$ cat config.mk
export PLATFORM = sky130hd
export DESIGN_NAME = grpirq_ctrl
export DESIGN_NICKNAME = d
export VERILOG_FILES = /design/src/rtl/grpirq_pkg.sv /design/src/rtl/grpirq_edge.sv /design/src/rtl/grpirq_group.sv /design/src/rtl/grpirq_prio.sv /design/src/rtl/grpirq_ctrl.sv
export SDC_FILE = /design/constraint.sdc
export NUM_CORES = 1
export LEC_CHECK = 0
export BUFFER_PORTS_ARGS = -buffer_cell sky130_fd_sc_hd__buf_2
export CORE_UTILIZATION = 60
export CTS_BUF_LIST = sky130_fd_sc_hd__clkbuf_16
export CTS_CLUSTER_DIAMETER = 120
export DETAILED_ROUTE_END_ITERATION = 7
export MAX_ROUTING_LAYER = met4
export PLACE_DENSITY_LB_ADDON = 0.08
export SYNTH_ARGS = -nofsm -noshare
export SYNTH_HDL_FRONTEND = slang
export SYNTH_SLANG_ARGS = --single-unit
export TNS_END_PERCENT = 10
$ cat constraint.sdc
create_clock -name clk -period 3.5 [get_ports clk]
set_input_delay 0.175 -clock clk [delete_from_list [all_inputs] [get_ports clk]]
set_output_delay 0.175 -clock clk [all_outputs]
set_load 0.05 [all_outputs]
$ cat src/rtl/grpirq_pkg.sv
package grpirq_pkg;
   // Within-group register offsets (low address nibble)
   localparam int unsigned FLAG_OFS = 0;
   localparam int unsigned EN_OFS   = 4;
   // Data bit that selects set (1) or clear (0) for enable writes
   localparam int unsigned MODE_BIT = 7;

   typedef enum logic [1:0] {
      REG_NONE = 2'd0,
      REG_FLAG = 2'd1,
      REG_EN   = 2'd2
   } reg_kind_e;
endpackage

$ cat src/rtl/grpirq_edge.sv
module grpirq_edge #(
   parameter int unsigned N           = 16,
   parameter int unsigned SYNC_STAGES = 2
) (
   input  logic         clk,
   input  logic         rst_n,
   input  logic [N-1:0] src_in,
   output logic [N-1:0] rise
);
   logic [N-1:0] synced;
   logic [N-1:0] prev_q;

   generate
      if (SYNC_STAGES == 0) begin : g_bypass
         assign synced = src_in;
      end else begin : g_chain
         logic [N-1:0] stg [SYNC_STAGES];
         always_ff @(posedge clk or negedge rst_n) begin
            if (!rst_n) begin
               for (int s = 0; s < SYNC_STAGES; s++) stg[s] <= '0;
            end else begin
               stg[0] <= src_in;
               for (int s = 1; s < SYNC_STAGES; s++) stg[s] <= stg[s-1];
            end
         end
         assign synced = stg[SYNC_STAGES-1];
      end
   endgenerate

   always_ff @(posedge clk or negedge rst_n) begin
      if (!rst_n) prev_q <= '0;
      else        prev_q <= synced;
   end

   assign rise = synced & ~prev_q;

   AST_RISE_ONE_CYCLE: assert property (@(posedge clk) disable iff (!rst_n)
      (rise != '0) |=> ((rise & $past(rise)) == '0));
endmodule

$ cat src/rtl/grpirq_group.sv
module grpirq_group
   import grpirq_pkg::*;
#(
   parameter int unsigned SRCS   = 4,
   parameter int unsigned DATA_W = 8
) (
   input  logic              clk,
   input  logic              rst_n,
   input  logic [SRCS-1:0]   set_ev,
   input  logic              en_wr,
   input  logic              fl_wr,
   input  logic [DATA_W-1:0] wdata,
   output logic [SRCS-1:0]   flag_q,
   output logic [SRCS-1:0]   en_q,
   output logic              req
);
   logic [SRCS-1:0] sel;
   logic            mode_set;

   assign sel      = wdata[SRCS-1:0];
   assign mode_set = wdata[MODE_BIT];

   always_ff @(posedge clk or negedge rst_n) begin
      if (!rst_n) begin
         en_q <= '0;
      end else if (en_wr) begin
         if (mode_set) en_q <= en_q | sel;
         else          en_q <= en_q & ~sel;
      end
   end

   always_ff @(posedge clk or negedge rst_n) begin
      if (!rst_n) begin
         flag_q <= '0;
      end else begin
         flag_q <= ((fl_wr ? (flag_q & ~sel) : flag_q)) | set_ev;
      end
   end

   assign req = |(flag_q & en_q);

   AST_EN_STABLE: assert property (@(posedge clk) disable iff (!rst_n)
      !en_wr |=> $stable(en_q));
   AST_EN_SET: assert property (@(posedge clk) disable iff (!rst_n)
      (en_wr && wdata[MODE_BIT]) |=> ((en_q & $past(sel)) == $past(sel)));
   AST_EN_CLR: assert property (@(posedge clk) disable iff (!rst_n)
      (en_wr && !wdata[MODE_BIT]) |=> ((en_q & $past(sel)) == '0));
   AST_FLAG_CLR: assert property (@(posedge clk) disable iff (!rst_n)
      (fl_wr && set_ev == '0) |=> ((flag_q & $past(sel)) == '0));
   AST_SET_WINS: assert property (@(posedge clk) disable iff (!rst_n)
      (set_ev != '0) |=> ((flag_q & $past(set_ev)) == $past(set_ev)));
   AST_FLAG_HOLD: assert property (@(posedge clk) disable iff (!rst_n)
      (!fl_wr && set_ev == '0) |=> $stable(flag_q));
endmodule

$ cat src/rtl/grpirq_prio.sv
module grpirq_prio #(
   parameter int unsigned GROUPS     = 4,
   parameter int unsigned BASE_LEVEL = 3,
   parameter int unsigned LVL_W      = 3
) (
   input  logic [GROUPS-1:0] req,
   output logic [LVL_W-1:0]  level
);
   always_comb begin
      level = '0;
      for (int g = 0; g < GROUPS; g++) begin
         if (req[g]) level = LVL_W'(BASE_LEVEL + g);
      end
   end

   always_comb begin
      if (req == '0) AST_IDLE_ZERO: assert (level == '0);
      else AST_TOP_ACTIVE: assert (level >= LVL_W'(BASE_LEVEL)
                                   && req[level - LVL_W'(BASE_LEVEL)]
                                   && (req >> (level - LVL_W'(BASE_LEVEL) + 1)) == '0);
   end
endmodule

$ cat src/rtl/grpirq_ctrl.sv
module grpirq_ctrl
   import grpirq_pkg::*;
#(
   parameter int unsigned GROUPS      = 4,
   parameter int unsigned SRCS        = 4,
   parameter int unsigned BASE_LEVEL  = 3,
   parameter int unsigned ADDR_W      = 8,
   parameter int unsigned DATA_W      = 8,
   parameter int unsigned LVL_W       = 3,
   parameter int unsigned SYNC_STAGES = 2,
   localparam int unsigned NSRC       = GROUPS * SRCS
) (
   input  logic              clk,
   input  logic              rst_n,
   input  logic [ADDR_W-1:0] bus_addr,
   input  logic [DATA_W-1:0] bus_wdata,
   input  logic              bus_wr,
   input  logic              bus_rd,
   output logic [DATA_W-1:0] bus_rdata,
   input  logic [NSRC-1:0]   src_in,
   output logic [GROUPS-1:0] irq_req,
   output logic [LVL_W-1:0]  irq_level
);
   localparam int unsigned HI_W = ADDR_W - 4;

   generate
      if (SRCS > MODE_BIT) begin : g_bad_srcs
         $error("SRCS must leave the mode bit free");
      end
      if (DATA_W <= MODE_BIT) begin : g_bad_data
         $error("DATA_W must hold the mode bit");
      end
      if (ADDR_W < 8) begin : g_bad_addr
         $error("ADDR_W must be at least 8");
      end
      if ((BASE_LEVEL + GROUPS - 1) >= (1 << LVL_W)) begin : g_bad_lvl
         $error("LVL_W too narrow for the highest level");
      end
      if ((BASE_LEVEL + GROUPS - 1) >= (1 << HI_W)) begin : g_bad_map
         $error("address too narrow for the level field");
      end
   endgenerate

   logic [NSRC-1:0] rise;

   grpirq_edge #(.N(NSRC), .SYNC_STAGES(SYNC_STAGES)) u_edge (
      .clk(clk), .rst_n(rst_n), .src_in(src_in), .rise(rise)
   );

   // Address decode
   logic [HI_W-1:0] hi;
   logic [3:0]      lo;
   reg_kind_e       kind;

   assign hi = bus_addr[ADDR_W-1:4];
   assign lo = bus_addr[3:0];

   always_comb begin
      unique case (lo)
         4'(FLAG_OFS): kind = REG_FLAG;
         4'(EN_OFS):   kind = REG_EN;
         default:      kind = REG_NONE;
      endcase
   end

   logic [GROUPS-1:0] hit;
   logic [SRCS-1:0]   flags [GROUPS];
   logic [SRCS-1:0]   ens   [GROUPS];

   for (genvar g = 0; g < GROUPS; g++) begin : g_grp
      assign hit[g] = (hi == HI_W'(BASE_LEVEL + g));

      grpirq_group #(.SRCS(SRCS), .DATA_W(DATA_W)) u_grp (
         .clk   (clk),
         .rst_n (rst_n),
         .set_ev(rise[g*SRCS +: SRCS]),
         .en_wr (bus_wr && hit[g] && kind == REG_EN),
         .fl_wr (bus_wr && hit[g] && kind == REG_FLAG),
         .wdata (bus_wdata),
         .flag_q(flags[g]),
         .en_q  (ens[g]),
         .req   (irq_req[g])
      );
   end

   // Read path
   logic [DATA_W-1:0] rd_mux;

   always_comb begin
      rd_mux = '0;
      for (int g = 0; g < GROUPS; g++) begin
         if (hit[g]) begin
            if (kind == REG_FLAG)    rd_mux[SRCS-1:0] = flags[g];
            else if (kind == REG_EN) rd_mux[SRCS-1:0] = ens[g];
         end
      end
   end

   always_ff @(posedge clk or negedge rst_n) begin
      if (!rst_n)      bus_rdata <= '0;
      else if (bus_rd) bus_rdata <= rd_mux;
   end

   grpirq_prio #(.GROUPS(GROUPS), .BASE_LEVEL(BASE_LEVEL), .LVL_W(LVL_W)) u_prio (
      .req(irq_req), .level(irq_level)
   );

   always_comb begin
      AST_RD_UPPER_ZERO: assert (!rst_n || bus_rdata[DATA_W-1:SRCS] == '0);
   end

   AST_RD_HOLD: assert property (@(posedge clk) disable iff (!rst_n)
      !bus_rd |=> $stable(bus_rdata));
   AST_LEVEL_IDLE: assert property (@(posedge clk) disable iff (!rst_n)
      (irq_req == '0) |-> (irq_level == '0));
endmodule

==> run_results.csv <==
group,metric,value,unit
synth,synth_edf_count,0,
timing,tightestPinTransition,1.01,ns
die,rows,26,
clock_network,cts_tree,"done",
die,start_util,63.7,%
timing,finalCritPeriodShare,65.2,%
detailed_routing,highest-signal-layer,"met4",
cells_and_area,layout_common_cells,"dfrtp_1, buf_2, inv_1",
detailed_routing,ant_nets,0,
critical_path,r2r_cells,4,
cells_and_area,nets,363,
critical_path,r2r_start,"g_grp[0].u_grp.flag_q[3]",
critical_path,cp.required,3.32,ns
timing,fin_hold_ws,-0.0196,ns
critical_path,slowest_delay,0.57,ns
pwr,power.density,542,mW/mm2
timing,setup-tns-final,0,ns
detailed_routing,drtPass1Iterations,4,
clock_network,htree_levels,3,
synth,synth-adder-area-share,0,%
critical_path,path_max_fanout,4,
global_routing,grt_pass1_wl,11.4,mm
synth,synthXorXnorAreaFrac,0,%
pwr,total_power,2.18,mW
place,portBuffers,43,
timing,hold_viol,7,
synth,yosysSeqAreaShare,63.0,%
synth,synthSimpleGateAreaFrac,11.2,%
critical_path,critPathKind,"reg2out",
timing,max_slew_margin,32.7,%
critical_path,worst-path-stages,5,
detailed_routing,wl_per_cell,17.3,um
clock_network,path_clk_slew,0.06,ns
pwr,power.leakage,1.92,nW
timing,fin_skew,0.00594,ns
synth,syn_area,0.00333,mm2
clock_network,cts_root_buf,"clkbuf_16",
global_routing,grt_max_degree,85,
detailed_routing,vias,2287,
synth,yosysUniqueCellTypes,40,
global_routing,antenna_found_initial,0,
clock_network,cts_buffers,9,
cells_and_area,area_growth,20.5,%
global_routing,overflow,0,
run,max-cap-violations,0,
clock_network,post_cts_resize_count,0,
timing,finalCriticalPeriod,2.28,ns
detailed_routing,viasPerCell,5.69,
critical_path,r2r_slack,2.30,ns
synth,syn_inst,270,
clock_network,cts_sinks,84,
detailed_routing,route.detailed.drc,0,
detailed_routing,drt-total-wl,6.97,mm
synth,ys_warn_count,0,
critical_path,endpoint_kind,"output pin",
die,dieArea,0.00586,mm2
die,core-area,0.00524,mm2
critical_path,path_cells,"a22o_1 > a221oi_1 > nand2_1 > a21oi_1 > buf_2",
detailed_routing,drt_iter0_markers,207,
critical_path,crit_path_top_delay_cell,"a221oi_1",
synth,ys.flop_type,"dfrtp_1",
clock_network,clkLatencyLatePin,0.33,ns
outcome,violations,"hold timing",
detailed_routing,route.met2.wl,3.46,mm
cells_and_area,multiInputGateArea,0.00105,mm2
clock_network,cts_buffer_depth,2,
die,dieWidth,76.6,um
synth,synth_mux_area_share,7.73,%
critical_path,worst-path-buf-inv,1,
cells_and_area,final_common_cell,"dfrtp_1",
cells_and_area,diodes,0,
synth,synth_top_family_by_area,"compound AO/OA/AOI/OAI gates",
synth,synth-compound-area-share,12.1,%
timing,slew_violations,0,
cells_and_area,drive_gt1_share,24.4,%
global_routing,grt_usage,27.2,%
cells_and_area,fillers,342,
timing,setup_viol,0,
die,die_h,76.6,um
critical_path,worst_setup_path_start_kind,"register",
place,hpwlAfterDp,4.44,mm
critical_path,reg2reg_to,"bus_rdata[3]",
min_path,hold_path_class,"in2async",
timing,rsz0062_at_grt,"false",
die,ios,51,
synth,avgSynthCellArea,12.3,um2
place,place_congestion,0.889,
critical_path,cp.arrival,2.11,ns
outcome,status,"complete, but fails checks",
timing,fmax,0.438,GHz
detailed_routing,met1Wirelength,2.98,mm
cells_and_area,seq_area,0.00210,mm2
pwr,ir_drop,0.000464,V
detailed_routing,met3_length,427,um
global_routing,first_global_vias,2298,
critical_path,path_delay_family,"compound AO/OA/AOI/OAI gates",
synth,synthArstFlopShare,100,%
synth,ys_seq_elements,84,
-- worst register-to-register path: stages, from the launching register on --
cell      delay (ns)
dfrtp_1         0.41
and3b_1         0.17
o21ai_0         0.22
a211o_1         0.17
o221ai_1        0.09
-- cell usage after synthesis, types with 2 or more instances --
cell	number	area share [%]
nand4bb_1	2	0.68
and3b_1	4	1.1
a221oi_1	2	0.53
nor3_4	2	0.98
buf_2	2	0.30
nor2_1	4	0.45
o221ai_1	2	0.53
mux2i_1	4	1.2
mux2_2	14	4.7
nor2b_1	3	0.56
inv_1	27	3.0
a211o_1	2	0.53
nand2_1	27	3.0
o311ai_0	2	0.53
and3_1	2	0.38
o21ai_0	18	2.7
a22o_1	12	3.2
nand3_1	4	0.60
buf_4	8	1.8
a211oi_1	2	0.45
a221o_1	4	1.2
a21oi_1	5	0.75
mux2_4	4	1.8
a22oi_1	6	1.4
a31oi_1	2	0.38
nor3_1	4	0.60
clkbuf_1	5	0.56
dfrtp_1	84	63
nand4_1	2	0.38
-- final cells by class --
class                      count  share of cell area (%)
clock buffer                   9                    5.61
clock inverter                 7                    1.87
inverter                      27                    2.52
multi-input combinational    146                    26.1
sequential                    84                    52.3
tap                           70                    2.18
timing repair buffer          59                    9.41
-- worst max-delay path by stage --
stage	end
finish	irq_level[0]
global route	irq_level[0]
floorplan	irq_level[0]
CTS	irq_level[0]
detailed placement	register
global placement	register
-- per-layer routing --
metal  GRT usage [%]  vias to the layer above
li1                -                     1052
met4            11.5                        0
met2            40.6                       90
met3            9.34                       14
met5               -                        -
met1            34.1                     1131
-- through the flow --
step | area, um2 | worst slack (ns) | hold slack, ns | util, % | cells
global placement | 3560 | 1.58 | 0.282 | 67.9 | 370
CTS | 4020 | 1.21 | 0.0519 | 76.7 | 402
detailed placement | 3560 | 1.53 | 0.284 | 67.9 | 370
global route | 4020 | 1.10 | 0.0936 | 76.7 | 402
floorplan | 3350 | 1.50 | -0.121 | - | 273
finish | 4020 | 1.22 | -0.0196 | 76.7 | 402
-- where the power goes --
part | internal (mW) | switching [mW] | leakage, nW
logic | 0.0630 | 0.142 | 0.795
registers | 1.01 | 0.0166 | 0.974
clock network | 0.559 | 0.389 | 0.150
total | 1.63 | 0.547 | 1.92
-- timing repair --
| item | CTS | global route |
|---|---|---|
| hold endpoints to repair | 16 | 0 |
| hold buffers | 16 | 0 |
| buffers inserted | 0 | 0 |
-- cells by family after synthesis --
kind of cell    Yosys count
flops                    84
simple gates             63
buf+inv                  43
compound gates           57
other cells               1
mux                      22
No activity file was read; power rests on OpenSTA's default activity.
